## config.mk

```make
export PLATFORM = sky130hd
export DESIGN_NAME = csi_ctrl
export DESIGN_NICKNAME = d
export VERILOG_FILES = /design/src/rtl/csi_pkg.sv /design/src/rtl/csi_cfg.sv /design/src/rtl/csi_clkgen.sv /design/src/rtl/csi_shift.sv /design/src/rtl/csi_ctrl.sv
export SDC_FILE = /design/constraint.sdc
export NUM_CORES = 1
export LEC_CHECK = 0
export CAP_MARGIN = 10
export CORE_AREA = 2 2 135 137
export CTS_CLUSTER_SIZE = 8
export DETAILED_ROUTE_END_ITERATION = 12
export DIE_AREA = 0 0 137 139
export GPL_ROUTABILITY_DRIVEN = 1
export GPL_TIMING_DRIVEN = 0
export PLACE_DENSITY = 0.61
export SKIP_LAST_GASP = 1
export SLEW_MARGIN = 20
export SYNTH_ARGS = -nofsm -noshare
export SYNTH_HDL_FRONTEND = slang
export SYNTH_SLANG_ARGS = --single-unit
export TNS_END_PERCENT = 1
```

## constraint.sdc

```tcl
create_clock -name clk -period 11.1 [get_ports clk]
set_clock_uncertainty 0.2 [all_clocks]
set_input_delay 2.22 -clock clk [delete_from_list [all_inputs] [get_ports clk]]
set_output_delay 2.22 -clock clk [all_outputs]
set_load 0.005 [all_outputs]
```

## src/rtl/csi_pkg.sv

```systemverilog
package csi_pkg;
  localparam int DATA_W = 16;
  localparam int LEN_W  = 4;
  localparam int CKS_W  = 3;
  localparam int CTRL_W = LEN_W + CKS_W + 7;

  localparam logic [1:0] ADDR_CTRL = 2'd0;
  localparam logic [1:0] ADDR_STAT = 2'd1;
  localparam logic [1:0] ADDR_DATA = 2'd2;

  // Packed order matches control word bits 13..1 (bit 0 is power).
  typedef struct packed {
    logic [LEN_W-1:0] len;
    logic [CKS_W-1:0] cks;
    logic             cpha;
    logic             cpol;
    logic             cont;
    logic             lsb;
    logic             rxe;
    logic             txe;
  } csi_cfg_t;
endpackage

```

## src/rtl/csi_cfg.sv

```systemverilog
module csi_cfg
  import csi_pkg::*;
(
  input  logic              clk,
  input  logic              rst_n,
  input  logic              wr_en,
  input  logic [CTRL_W-1:0] wdata,
  output logic              pwr,
  output csi_cfg_t          cfg
);
  logic     pwr_d;
  csi_cfg_t cfg_d;

  always_comb begin
    pwr_d = pwr;
    cfg_d = cfg;
    if (wr_en) begin
      pwr_d = wdata[0];
      if (!pwr) cfg_d = csi_cfg_t'(wdata[CTRL_W-1:1]);
    end
  end

  always_ff @(posedge clk or negedge rst_n) begin
    if (!rst_n) begin
      pwr <= 1'b0;
      cfg <= '0;
    end else begin
      pwr <= pwr_d;
      cfg <= cfg_d;
    end
  end

  // Configuration fields cannot move while the interface is powered.
  assert_cfg_locked_R2: assert property (@(posedge clk) disable iff (!rst_n)
    pwr |=> $stable(cfg));
endmodule

```

## src/rtl/csi_clkgen.sv

```systemverilog
module csi_clkgen
  import csi_pkg::*;
#(
  parameter int SEL_W = CKS_W
) (
  input  logic             clk,
  input  logic             rst_n,
  input  logic             run,
  input  logic             restart,
  input  logic [SEL_W-1:0] sel,
  input  logic             sck_in,
  output logic             tick
);
  localparam int              CNT_W   = (1 << SEL_W) - 2;
  localparam logic [SEL_W-1:0] SEL_EXT = '1;

  logic [CNT_W-1:0] cnt_q, cnt_d, lim;
  logic [2:0]       sync_q;
  logic             ext, hit;

  always_comb begin
    lim   = ~({CNT_W{1'b1}} << sel);
    ext   = (sel == SEL_EXT);
    hit   = (cnt_q == lim);
    tick  = run & (ext ? (sync_q[1] ^ sync_q[2]) : hit);
    cnt_d = (restart | ~run | hit) ? '0 : cnt_q + CNT_W'(1);
  end

  always_ff @(posedge clk or negedge rst_n) begin
    if (!rst_n) begin
      cnt_q  <= '0;
      sync_q <= '0;
    end else begin
      cnt_q  <= cnt_d;
      sync_q <= {sync_q[1:0], sck_in};
    end
  end

  // Internal divider: two ticks are never closer than the divider allows.
  assert_tick_gap_R9: assert property (@(posedge clk) disable iff (!rst_n)
    (tick && !ext && sel != '0 && !restart) |=> !tick);
endmodule

```

## src/rtl/csi_shift.sv

```systemverilog
module csi_shift
  import csi_pkg::*;
#(
  parameter int DW = DATA_W,
  parameter int LW = LEN_W
) (
  input  logic          clk,
  input  logic          rst_n,
  input  logic          clr,
  input  logic          start,
  input  logic [DW-1:0] load,
  input  logic          lsb,
  input  logic          cpha,
  input  logic          txe,
  input  logic [LW-1:0] len,
  input  logic          tick,
  input  logic          sin,
  output logic          busy,
  output logic          done,
  output logic [DW-1:0] word,
  output logic          sout,
  output logic          tgl
);
  localparam int CW = LW + 2;

  logic [CW-1:0] hcnt_q, hcnt_d, last, hm1;
  logic [LW:0]   nbits, k_out, k_in;
  logic [LW-1:0] pos_out, pos_in;
  logic [DW-1:0] tx_q, tx_d, rx_q, rx_d, rx_nx;
  logic          busy_d, tgl_d, sample, fin, step;

  always_comb begin
    nbits = (len == '0) ? (LW+1)'(DW) : (len == LW'(1)) ? (LW+1)'(2) : {1'b0, len};
    last  = {nbits, 1'b0};
    hm1   = hcnt_q - CW'(1);
    k_out = cpha ? ((hcnt_q == '0) ? '0 : hm1[CW-1:1]) : hcnt_q[CW-1:1];
    if (k_out >= nbits) k_out = nbits - (LW+1)'(1);
    k_in    = hcnt_q[CW-1:1];
    pos_out = lsb ? k_out[LW-1:0] : LW'(nbits - (LW+1)'(1) - k_out);
    pos_in  = lsb ? k_in[LW-1:0]  : LW'(nbits - (LW+1)'(1) - k_in);
    step    = tick & busy;
    sample  = step & (hcnt_q < last) & (hcnt_q[0] == cpha);
    done    = step & (hcnt_q == last - CW'(1));
    fin     = cpha ? (step & (hcnt_q == last)) : done;
    rx_nx   = rx_q;
    if (sample) rx_nx[pos_in] = sin;
    word    = rx_nx;
    sout    = txe & busy & tx_q[pos_out];
  end

  always_comb begin
    busy_d = busy;
    hcnt_d = hcnt_q;
    tgl_d  = tgl;
    tx_d   = tx_q;
    rx_d   = rx_q;
    if (clr) begin
      busy_d = 1'b0;
      hcnt_d = '0;
      tgl_d  = 1'b0;
      rx_d   = '0;
    end else if (start) begin
      busy_d = 1'b1;
      hcnt_d = '0;
      tgl_d  = 1'b0;
      tx_d   = load;
      rx_d   = '0;
    end else if (step) begin
      hcnt_d = hcnt_q + CW'(1);
      if (hcnt_q < last) tgl_d = ~tgl;
      rx_d = rx_nx;
      if (fin) busy_d = 1'b0;
    end
  end

  always_ff @(posedge clk or negedge rst_n) begin
    if (!rst_n) begin
      busy   <= 1'b0;
      hcnt_q <= '0;
      tgl    <= 1'b0;
      tx_q   <= '0;
      rx_q   <= '0;
    end else begin
      busy   <= busy_d;
      hcnt_q <= hcnt_d;
      tgl    <= tgl_d;
      tx_q   <= tx_d;
      rx_q   <= rx_d;
    end
  end

  // Shifted phase keeps busy for one more half period after completion.
  assert_busy_hold_R10: assert property (@(posedge clk) disable iff (!rst_n)
    (done && cpha && !start && !clr) |=> busy);
  assert_busy_drop_R10: assert property (@(posedge clk) disable iff (!rst_n)
    (done && !cpha && !start && !clr) |=> !busy);
  // The clock line is back at rest whenever the engine is idle.
  assert_idle_level_R12: assert property (@(posedge clk) disable iff (!rst_n)
    !busy |-> !tgl);
endmodule

```

## src/rtl/csi_ctrl.sv

```systemverilog
module csi_ctrl
  import csi_pkg::*;
#(
  parameter int DW = DATA_W
) (
  input  logic          clk,
  input  logic          rst_n,
  input  logic [1:0]    reg_addr,
  input  logic          reg_wr,
  input  logic          reg_rd,
  input  logic [DW-1:0] reg_wdata,
  output logic [DW-1:0] reg_rdata,
  input  logic          sck_in,
  output logic          sck_out,
  output logic          sdo,
  input  logic          sdi,
  output logic          irq_rx,
  output logic          irq_tx
);
  localparam logic [CKS_W-1:0] SEL_EXT = '1;

  logic [1:0]    rsync_q;
  logic          srst_n;
  logic          pwr, busy, done, tick, tgl;
  csi_cfg_t      cfg;
  logic          ctrl_wr, stat_wr, tx_wr, rx_rd, rx_only, req, launch, start, cap;
  logic [DW-1:0] word, start_data, hold_q, hold_d, rx_q, rx_d;
  logic          pend_q, pend_d, full_q, full_d, ovr_q, ovr_d;

  always_ff @(posedge clk or negedge rst_n) begin
    if (!rst_n) rsync_q <= '0;
    else        rsync_q <= {rsync_q[0], 1'b1};
  end
  assign srst_n = rsync_q[1];

  always_comb begin
    ctrl_wr    = reg_wr & (reg_addr == ADDR_CTRL);
    stat_wr    = reg_wr & (reg_addr == ADDR_STAT);
    tx_wr      = reg_wr & (reg_addr == ADDR_DATA);
    rx_rd      = reg_rd & (reg_addr == ADDR_DATA);
    rx_only    = ~cfg.txe & cfg.rxe;
    req        = pwr & ((tx_wr & cfg.txe) | (rx_rd & rx_only));
    launch     = pend_q & (done | ~busy);
    start      = launch | (req & ~busy);
    start_data = launch ? hold_q : reg_wdata;
    cap        = done & cfg.rxe & pwr;

    pend_d = pend_q;
    hold_d = hold_q;
    if (launch) pend_d = 1'b0;
    if (req & cfg.cont & (busy | launch)) begin
      pend_d = 1'b1;
      hold_d = reg_wdata;
    end
    if (!pwr) pend_d = 1'b0;

    rx_d   = !pwr ? '0   : cap ? word : rx_q;
    full_d = !pwr ? 1'b0 : cap ? 1'b1 : rx_rd ? 1'b0 : full_q;
    if (!pwr)                           ovr_d = 1'b0;
    else if (cap & full_q & ~rx_rd)     ovr_d = 1'b1;
    else if (stat_wr & reg_wdata[1])    ovr_d = 1'b0;
    else                                ovr_d = ovr_q;

    case (reg_addr)
      ADDR_CTRL: reg_rdata = DW'({cfg, pwr});
      ADDR_STAT: reg_rdata = DW'({ovr_q, busy});
      ADDR_DATA: reg_rdata = rx_q;
      default:   reg_rdata = '0;
    endcase
    sck_out = (cfg.cks == SEL_EXT) ? cfg.cpol : (cfg.cpol ^ tgl);
  end

  always_ff @(posedge clk or negedge srst_n) begin
    if (!srst_n) begin
      pend_q <= 1'b0;
      hold_q <= '0;
      rx_q   <= '0;
      full_q <= 1'b0;
      ovr_q  <= 1'b0;
      irq_rx <= 1'b0;
      irq_tx <= 1'b0;
    end else begin
      pend_q <= pend_d;
      hold_q <= hold_d;
      rx_q   <= rx_d;
      full_q <= full_d;
      ovr_q  <= ovr_d;
      irq_rx <= cap;
      irq_tx <= start & cfg.txe & pwr;
    end
  end

  csi_cfg u_cfg (
    .clk(clk), .rst_n(srst_n), .wr_en(ctrl_wr), .wdata(reg_wdata[CTRL_W-1:0]),
    .pwr(pwr), .cfg(cfg)
  );

  csi_clkgen #(.SEL_W(CKS_W)) u_clk (
    .clk(clk), .rst_n(srst_n), .run(busy), .restart(start), .sel(cfg.cks),
    .sck_in(sck_in), .tick(tick)
  );

  csi_shift #(.DW(DW), .LW(LEN_W)) u_shift (
    .clk(clk), .rst_n(srst_n), .clr(~pwr), .start(start), .load(start_data),
    .lsb(cfg.lsb), .cpha(cfg.cpha), .txe(cfg.txe), .len(cfg.len), .tick(tick),
    .sin(sdi), .busy(busy), .done(done), .word(word), .sout(sdo), .tgl(tgl)
  );

  assert_single_drop_R5: assert property (@(posedge clk) disable iff (!srst_n)
    (tx_wr && busy && pwr && !cfg.cont && !done) |=> !irq_tx);
  assert_ovr_set_R11: assert property (@(posedge clk) disable iff (!srst_n)
    (cap && full_q && !rx_rd) |=> ovr_q);
  assert_pwr_off_R3: assert property (@(posedge clk) disable iff (!srst_n)
    !pwr |=> (!busy && !ovr_q));
  assert_back_to_back_R7: assert property (@(posedge clk) disable iff (!srst_n)
    (done && pend_q && pwr) |=> busy);
endmodule

```

* Yosys cells after proc, flatten, opt, wreduce, memory -nomap -nowiden
Cells that the tools add are included.
Cells by class: $add $sub $neg 7, $lt $le $gt $ge 5, eq/ne operators 15, shifts and indexed selects 1, mux-type cells 44, bitwise operators 41, reduce and logical (&&, ||, !) cells 8
Operators by type and width (number):
- 2-to-1 mux 16 bit | 7
- one-hot mux 16 bit (3 select lines) | 1
- bitwise AND 1 bit | 27
- 2-to-1 mux 6 bit | 4
- 2-to-1 mux 1 bit | 22
- == test 6 bit | 3
- bitwise mux 16 bit | 1
- 2-to-1 mux 4 bit | 4
- 2-to-1 mux 5 bit | 3
- adder 6 x 1 -> 6 bit, second input constant | 2
- subtractor 6 x 1 -> 6 bit, second input constant | 2
- less-than comparator 4 x 5 -> 1 bit, second input constant | 2
- inequality test 3 x 2 -> 1 bit, second input constant | 3
- inequality test 3 bit, second input constant | 3
- AND reduction 2 bit | 4
- subtractor 4 bit | 2
- zero test 6 bit | 1
- less-than comparator 6 bit | 1
- inverter 6 bit | 1
- OR 1 bit | 6
- << shifter 6 x 3 -> 6 bit, first input constant | 1
- >= comparator 5 bit | 1
- inverter 1 bit | 5
- binary-select mux 1 bit (select 4 bit) | 1
- 13 further kinds | 14
Word-level totals: bits in registers 102, input port bits 24, output and inout port bits 20, logic and storage cells 145

* Depth between registers and ports, before layout
Gate-level depths: netlist of run 1.
word-level depth 15, mapped depth 21

* Hierarchy
A second synthesis of run 1 with hierarchy kept.
Second synthesis, totals: cell total of the unflattened synthesis 568, area total of the unflattened synthesis 6233.5 µm²
By module, submodules not included:
- csi_shift | times used 1, cells each 325, area an instance 3140.5 µm², sequential area each 1001.0 µm²
- csi_ctrl | times used 1, cells each 160, area an instance 2024.4 µm², sequential area each 975.9 µm²
- csi_cfg | times used 1, cells each 30, area an instance 579.3 µm², sequential area each 350.3 µm²
- csi_clkgen | times used 1, cells each 53, area an instance 489.2 µm², sequential area each 225.2 µm²

* Worst setup path after synthesis of run 1
OpenSTA, ideal clock, no wires.
path kind flip-flop to output port, start point reg u_cfg.cfg[9] (netlist name), end point out sdo, arrival time 4.267 ns, required time 8.680 ns, path slack 4.413 ns, stages on the path, launching flop included 18, path through dfrtp_1 inv_1 ha_1 or2_2 a21oi_1 ha_1 nand2b_1 a31oi_1 o21a_1 clkbuf_1 mux2i_1 ha_1 o21a_1 or2_2 a221o_1 a2bb2oi_1 a221oi_1 a2111oi_0
On the way: longest elaborated chain between the ends 10
RTL lines:
- == test 4 x 1 -> 1 bit | RTL line csi_shift.sv:33 | nbits = (len == '0) ? (LW+1)'(DW) : (len == LW'(1)) ? (LW+1)'(2) : {1'b0, len};
- 2-to-1 mux 4 bit | RTL line csi_shift.sv:33
- 2-to-1 mux 5 bit * | RTL line csi_shift.sv:33
- subtractor 4 x 1 -> 4 bit / >= comparator 5 bit (equally long branches) | RTL line csi_shift.sv:37, csi_shift.sv:39
- 2-to-1 mux 4 bit | RTL line csi_shift.sv:37 | if (k_out >= nbits) k_out = nbits - (LW+1)'(1);
- subtractor 4 bit | RTL line csi_shift.sv:39 | pos_out = lsb ? k_out[LW-1:0] : LW'(nbits - (LW+1)'(1) - k_out);
- 2-to-1 mux 4 bit * | RTL line csi_shift.sv:39
- binary-select mux 1 bit (select 4 bit) * | RTL line csi_shift.sv:48 | sout = txe & busy & tx_q[pos_out];
- 2-to-1 mux 1 bit (implied by the code) * | RTL line csi_shift.sv:48
- bitwise AND 1 bit * | RTL line csi_shift.sv:48
- to (decl) | RTL line csi_ctrl.sv:15 | output logic sdo,
Every way passes the cells marked *; elsewhere a longest branch is shown, timed or not. The select of a mux whose other input is x is not followed.

* Worst setup path after layout of run 1
start point reg u_cfg.cfg[9] (netlist name), end point out sdo
On the way: longest elaborated chain between the ends 10
RTL lines (RTL line):
- == test 4 x 1 -> 1 bit | csi_shift.sv:33
- 2-to-1 mux 4 bit | csi_shift.sv:33
- 2-to-1 mux 5 bit * | csi_shift.sv:33
- subtractor 4 x 1 -> 4 bit / >= comparator 5 bit (equally long branches) | csi_shift.sv:37, csi_shift.sv:39
- 2-to-1 mux 4 bit | csi_shift.sv:37
- subtractor 4 bit | csi_shift.sv:39
- 2-to-1 mux 4 bit * | csi_shift.sv:39
- binary-select mux 1 bit (select 4 bit) * | csi_shift.sv:48
- 2-to-1 mux 1 bit (implied by the code) * | csi_shift.sv:48
- bitwise AND 1 bit * | csi_shift.sv:48
Marks and branches as above.

==> results.cfg, run 1 <==
[global_route]
grt_pass1_vias = 4595
grt_max_degree = 52
overflow = 0
grt.total_usage_pct = 16.70
antenna_found_initial = 0
grt_pass1_wl_mm = 24.90

[route]
topRoutingLayerUsed = met4
met2_wirelength_mm = 6.864
drt_iter0_drc = 327
ant_nets = 0
wl_per_cell_um = 16.62
firstDrtPassIters = 4
route.detailed.drc = 0
totalWireLength_mm = 15.32
vias_per_cell = 5.231
vias = 4823
wl_met3_um = 512
wl_met1_mm = 7.765

[clock_network]
clock_path_buffers = 2
hold_buffers = 0
cts_tree = yes
postCtsSetupBuffers = 0
clk_pin_slew_ps = 70
cts-htree-levels = 3
post_cts_resized = 0
clock-sinks = 102
clock-root-buffer = clkbuf_16
cts-buffers-inserted = 9
clkLatencyLatePin_ps = 360

[sta]
fmaxAchievable_mhz = 117.5
fin_crit_ps = 8510
hold_viol = 0
finalWorstSetupSlack_ps = 2590
slew_violations = 0
setup_violations = 0
maxSlewHeadroom_pct = 49.97
rsz0062_at_grt = no
tns_ps = 0
worst_slew_pin_slew_ps = 743.6
finalCritPeriodShare_pct = 76.66

[placement]
placed_cells = 906
pre_cts_slack_ps = 3075
place_congestion = 0.8843
place_area_sq_um = 6803
post-dp-hpwl_mm = 11.50
io_buffer_count = 40

[synth]
synth_area_sq_um = 6085
synthCells = 636
postSynthAreaPerCell_sq_um = 9.567
synthesis.nets = 683
yosys.cell_types.count = 72
synth-seq-area-share_pct = 41.95
yosys_warnings = 0
async_reset_ff_share_pct = 100.0
synth-edff-count = 0
ys_ff_latch = 102
synthFlopType = dfrtp_1

[power]
p_per_area_nw_per_um2 = 184.7
peakVddDrop_mv = 0.09873
p_leak_nw = 3.004
finalPower_w = 0.001310

[floorplan]
core_sq_um = 17660
die_y_um = 139
io_pins = 44
initial_core_util_pct = 34.46
rows = 49
fp.dieW_um = 137
die_area_sq_um = 19040

[critical_path]
worstPathArrival_ps = 6090
cp_slowest_cell = clkdlybuf4s50_1
crit_path_max_incr_delay_ps = 620
crit_top_cell = ha_1
cp.buffers_inverters = 2
reg2reg_depth = 13
worst-path-stages = 18
end_kind = output port
path_max_fanout = 7
required_ps = 8680
worstSetupStartpointType = flip-flop
critPathKind = reg -> out
crit_chain = inv_1 > ha_1 > or2_2 > a21oi_1 > ha_1 > nand2b_1 > a31oi_1 > o21ai_1 > o21ai_0 > ha_1 > nor2b_1 > o21a_1 > or2_2 > a221o_1 > a2bb2oi_1 > a221oi_1 > a2111oi_0 > clkdlybuf4s50_1
cpLargestDelayFamily = compound AO/OA/AOI/OAI gates

[hold_path]
hold_depth = 0
min_path_type = reg -> reg

[cells_and_area]
fin_nets = 735
syn_to_final_growth_pct = 16.62
stdcell_area_sq_um = 7096
n_antenna_cell = 0
layout.cells.non_filler = 922
drive_gt1_share_pct = 11.11

[run]
maxCapViolations = 0

[outcome]
outcome = finished, final reports clean
[cell usage after synthesis, types with 2 or more instances]
| library cell | count | area, sq um |
|---|---|---|
| o211ai_1 | 5 | 37.54 |
| nor2_1 | 41 | 153.9 |
| a21o_1 | 3 | 22.52 |
| nand2_1 | 59 | 221.5 |
| nor4_1 | 11 | 68.82 |
| nand2b_1 | 5 | 31.28 |
| and2_1 | 6 | 37.54 |
| a211oi_1 | 2 | 15.01 |
| nand4_1 | 6 | 37.54 |
| buf_1 | 3 | 11.26 |
| nand3_1 | 17 | 85.08 |
| mux2i_1 | 35 | 350.3 |
| xnor2_1 | 14 | 122.6 |
| nor3_1 | 6 | 30.03 |
| o221ai_1 | 4 | 35.03 |
| clkbuf_1 | 19 | 71.32 |
| a22o_1 | 12 | 105.1 |
| o21ai_1 | 3 | 15.01 |
| nor3b_1 | 5 | 37.54 |
| buf_6 | 4 | 45.04 |
| and3b_1 | 2 | 17.52 |
| o31a_1 | 2 | 17.52 |
| xor2_1 | 4 | 35.03 |
| o21ai_0 | 50 | 250.2 |
| o32ai_1 | 2 | 17.52 |
| a211o_1 | 2 | 17.52 |
| fa_1 | 2 | 40.04 |
| o22ai_1 | 22 | 137.6 |
| nor2b_1 | 11 | 68.82 |
| a21oi_2 | 8 | 70.07 |
| o21a_1 | 6 | 45.04 |
| ha_1 | 21 | 262.8 |
| inv_1 | 42 | 157.7 |
| or2_2 | 3 | 18.77 |
| a31oi_1 | 5 | 31.28 |
| buf_4 | 3 | 22.52 |
| mux2_2 | 26 | 292.8 |
| nand3b_1 | 3 | 22.52 |
| dfrtp_1 | 102 | 2552 |
| buf_2 | 4 | 20.02 |
| a21boi_0 | 6 | 45.04 |
| a21oi_1 | 20 | 100.1 |
[cell type report]
| class | count | area, sq um |
|---|---|---|
| Sequential cell | 102 | 2556 |
| Fill cell | 1801 | 10560 |
| Clock buffer | 11 | 252.7 |
| Timing Repair Buffer | 41 | 427.9 |
| Clock inverter | 5 | 40.04 |
| Multi-Input combinational cell | 457 | 3176 |
| Buffer | 35 | 198.9 |
| Tap cell | 229 | 286.5 |
| Inverter | 42 | 157.7 |
[flip-flops by register name, summed over array words and instances, names as in the netlist, 2 cells and up]
register        flops
u_clk.sync_q        3
u_shift.hcnt_q      6
u_shift.tx_q       16
u_cfg.cfg          13
rsync_q             2
u_clk.cnt_q         6
rx_q               16
u_shift.rx_q       16
hold_q             16
[stage by stage]
| stage | util, % | hold WS (ps) |
|---|---|---|
| detailed placement | 38.53 | 136.4 |
| CTS | 40.19 | 152.9 |
| global placement | 38.35 | 131.1 |
| floorplan | - | 131.2 |
| finish | 40.19 | 152.6 |
| global route | 40.19 | 154.1 |
[cell families (layout without fill, tap and decap cells)]
group | count (synthesis) | count (layout) | synth area share (%)
and+or+nand+nor | 187 | 187 | 15.77
AOI/OAI and AO/OA | 167 | 167 | 18.22
DFF | 102 | 102 | 41.95
buffers and inverters | 77 | 134 | 5.861
muxes | 61 | 61 | 10.57
adders and majority gates | 23 | 23 | 4.976
xor gates and xnor gates | 18 | 18 | 2.591
other | 1 | 1 | 0.06163
[worst register-to-register path, cell delays in order, from the launching register on]
cell and delay, ps:
dfrtp_1 460, inv_1 110, ha_1 260, or2_2 300, a21oi_1 560, ha_1 300, inv_1 60, fa_1 370
xnor2_1 150, o21ai_0 520, o21ai_1 300, nor4_1 600, o21ai_0 150, a22o_1 260
[final timing paths]
| path | endpoint | start | slack (ps) |
|---|---|---|---|
| worst max-delay path | sdo | u_cfg.cfg[9]$_DFFE_PN0P_ | 2590 |
| worst max register to register | u_shift.rx_q[14]$_DFFE_PN0P_ | u_cfg.cfg[9]$_DFFE_PN0P_ | 6390 |
| max in group asynchronous | rsync_q[1]$_DFF_PN0_ | rst_n | 8740 |
| min in group asynchronous | u_clk.sync_q[2]$_DFF_PN0_ | rsync_q[1]$_DFF_PN0_ | 180 |
| worst min register to register | u_clk.sync_q[1]$_DFF_PN0_ | u_clk.sync_q[0]$_DFF_PN0_ | 150 |
| worst min-delay path | u_clk.sync_q[1]$_DFF_PN0_ | u_clk.sync_q[0]$_DFF_PN0_ | 150 |
[placed cells by master, fill, tap and decap left out, types with 8 or more instances in the layout]
| cell type | n |
|---|---|
| a21oi_1 | 20 |
| a21oi_2 | 8 |
| a22o_1 | 12 |
| clkbuf_1 | 19 |
| clkbuf_16 | 9 |
| clkdlybuf4s50_1 | 40 |
| dfrtp_1 | 101 |
| ha_1 | 21 |
| inv_1 | 42 |
| mux2_2 | 26 |
| mux2i_1 | 35 |
| nand2_1 | 59 |
| nand3_1 | 17 |
| nor2_1 | 41 |
| nor2b_1 | 11 |
| nor4_1 | 11 |
| o21ai_0 | 50 |
| o22ai_1 | 22 |
| xnor2_1 | 14 |
[metal layers]
metal / GRT usage, % / up-vias
met3: 3.253 / 12
met5: 0 / -
met2: 24.98 / 85
met1: 24.69 / 2353
li1: - / 2373
met4: 4.124 / 0
[power breakdown]
part / internal (W) / leakage (nW) / total, W / switching [W]
Clock: 0.000166 / 0.135 / 0.000315 / 0.000149
Sequential: 0.000418 / 1.36 / 0.000454 / 0.0000367
Combinational: 0.000227 / 1.51 / 0.000541 / 0.000314
Total: 0.000811 / 3.00 / 0.00131 / 0.000499
No activity file was read; power rests on OpenSTA's default activity.
==> run 2, diff against run 1 <==
PLACE_DENSITY = 0.63   (was 0.61)
clock period = 7.3 ns   (was 11.1 ns; I/O delays follow)
==> run 2 against run 1 <==
Wire length grew 0.44%; clock-buffer cell count fell by 1; core utilization grew 0.30 points; non-clock buffer count fell by 1; register-to-register slack worse by 3500 ps; flip-flop and latch count stayed put; via count up 1.7%; cell area is 0.76% higher; critical path type unchanged; largest cell class unchanged; largest power group unchanged; highest routed layer unchanged.
==> results.cfg, run 2 (synthesized netlist as in run 1, its figures left out) <==
[power]
p_leak_nw = 3.023
peakVddDrop_mv = 0.2513
p_per_area_nw_per_um2 = 286.1

[floorplan]
fp.dieW_um = 137
die_area_sq_um = 19040
io_pins = 44
die_y_um = 139
core_sq_um = 17660
initial_core_util_pct = 34.46
rows = 49

[sta]
setup_violations = 0
finalWorstSetupSlack_ps = 237.8
finalCritPeriodShare_pct = 96.74
tns_ps = 0
worst_slew_pin_slew_ps = 801.0
slew_violations = 0
fin_crit_ps = 7062
hold_viol = 0
maxSlewHeadroom_pct = 46.11
fmaxAchievable_mhz = 141.6

[route]
drt_iter0_drc = 301
ant_nets = 0
route.detailed.drc = 0
vias_per_cell = 5.326
firstDrtPassIters = 5
wl_per_cell_um = 16.71
vias = 4905
totalWireLength_mm = 15.39

[cells_and_area]
syn_to_final_growth_pct = 17.50
drive_gt1_share_pct = 12.86
n_antenna_cell = 0
fin_nets = 734
finish.utilization_pct = 40.49
layout_common_cells = dfrtp_1 (100), nand2_1 (59), o21ai_0 (49)
final_common_cell = dfrtp_1

[clock_network]
clock-root-buffer = clkbuf_16
clk_pin_slew_ps = 80
clock_path_buffers = 2
clock-sinks = 102
cts-buffers-inserted = 9
cts_tree = yes
clkLatencyLatePin_ps = 360
cts-htree-levels = 3

[critical_path]
r2r_setup_slack_ps = 2880
required_ps = 5640
end_kind = output port
worstPathArrival_ps = 5400
worstSetupStartpointType = flip-flop
critPathKind = reg -> out
path_max_fanout = 6

[global_route]
grt_pass1_wl_mm = 24.44
grt.total_usage_pct = 16.54
antenna_found_initial = 0
grt_pass1_vias = 4533
grt_max_degree = 53
overflow = 0

[run]
maxCapViolations = 0

[placement]
pre_cts_slack_ps = -31.02
io_buffer_count = 40
post-dp-hpwl_mm = 11.46
place_congestion = 0.8913

[outcome]
outcome = finished, final reports clean

[hold_path]
min_path_type = reg -> reg
## run 2: changes by cell type in the layout (fill, tap and decap cells not counted), sizes merged
cell,delta
buf,+1
clkbuf,-3
clkinv,+2
clkinvlp,-2
inv,+1
## run 2: layer usage
metal  part of all wire (%)  vias up  GRT usage (%)  wire length (um)
li1                       -     2375              -                 -
met1                     49     2418          23.82              7588
met2                     45      101          24.85              6984
met3                    4.1       11          4.130               627
met4                    1.2        0          4.015               192
met5                      0        -              0                 0
## run 2: path summary, 6_finish.rpt
| path | startpoint | end | cells past startpoint |
|---|---|---|---|
| worst max register to register | u_cfg.cfg[10]$_DFFE_PN0P_ | u_shift.rx_q[14]$_DFFE_PN0P_ | 13 |
| worst min register to register | u_clk.sync_q[0]$_DFF_PN0_ | u_clk.sync_q[1]$_DFF_PN0_ | 0 |
| min in group asynchronous | rsync_q[1]$_DFF_PN0_ | u_clk.cnt_q[4]$_DFF_PN0_ | 0 |
| max in group asynchronous | rst_n | rsync_q[1]$_DFF_PN0_ | 1 |
| worst min-delay path | u_clk.sync_q[0]$_DFF_PN0_ | u_clk.sync_q[1]$_DFF_PN0_ | 0 |
| worst max-delay path | u_cfg.cfg[10]$_DFFE_PN0P_ | sdo | 17 |
## run 2: final cells by class
| class | instances | area (sq um) |
|---|---|---|
| multi-input combinational | 457 | 3228 |
| clock inverter | 6 | 53.80 |
| buffer | 33 | 191.4 |
| sequential | 102 | 2557 |
| tap | 229 | 286.5 |
| inverter | 42 | 157.7 |
| fill | 1781 | 10510 |
| clock buffer | 10 | 239.0 |
| timing repair buffer | 42 | 435.4 |
## run 2: critical path, cell delays in order, from the launching register on
cell             delay, ps
dfrtp_1                440
inv_1                  120
ha_1                   250
or2_2                  340
a21oi_4                270
ha_1                   270
nand2b_1               130
a31oi_1                250
o21a_2                 260
mux2i_2                290
ha_1                   300
o21a_1                 130
or2_2                  310
a221o_1                360
a2bb2oi_2              190
a221oi_1                80
a2111oi_2              450
clkdlybuf4s50_1        580
## run 2: report_power, final
group	internal [W]	switching, W	total [W]
logic	0.000362	0.000511	0.000874
clock network	0.000247	0.000232	0.000479
registers	0.000636	0.0000574	0.000693
## run 2: per-stage QoR
step                      total power [W]  area (sq um)  std cells  hold slack (ps)
after global placement           0.001509          6771        905            133.6
after global routing             0.002176          7149        921            156.3
after floorplan                  0.001311          6085        636            131.2
final                            0.002046          7149        921            150.1
after detailed placement         0.001521          6803        906            137.2
after CTS                        0.002015          7107        920            153.7
## run 2: what timing repair did
| action | in CTS | in global routing |
|---|---|---|
| resized for setup | 5 | 9 |
| pin swaps | 0 | 1 |
| setup endpoints to repair | 1 | 1 |
| hold buffers | 0 | 0 |
| setup buffers | 0 | 1 |
==> run 3, diff against run 2 <==
HOLD_SLACK_MARGIN = 0.08   (was not set)
==> results of run 3 <==
Final layout, timing and power as in run 2 (identical DEF).
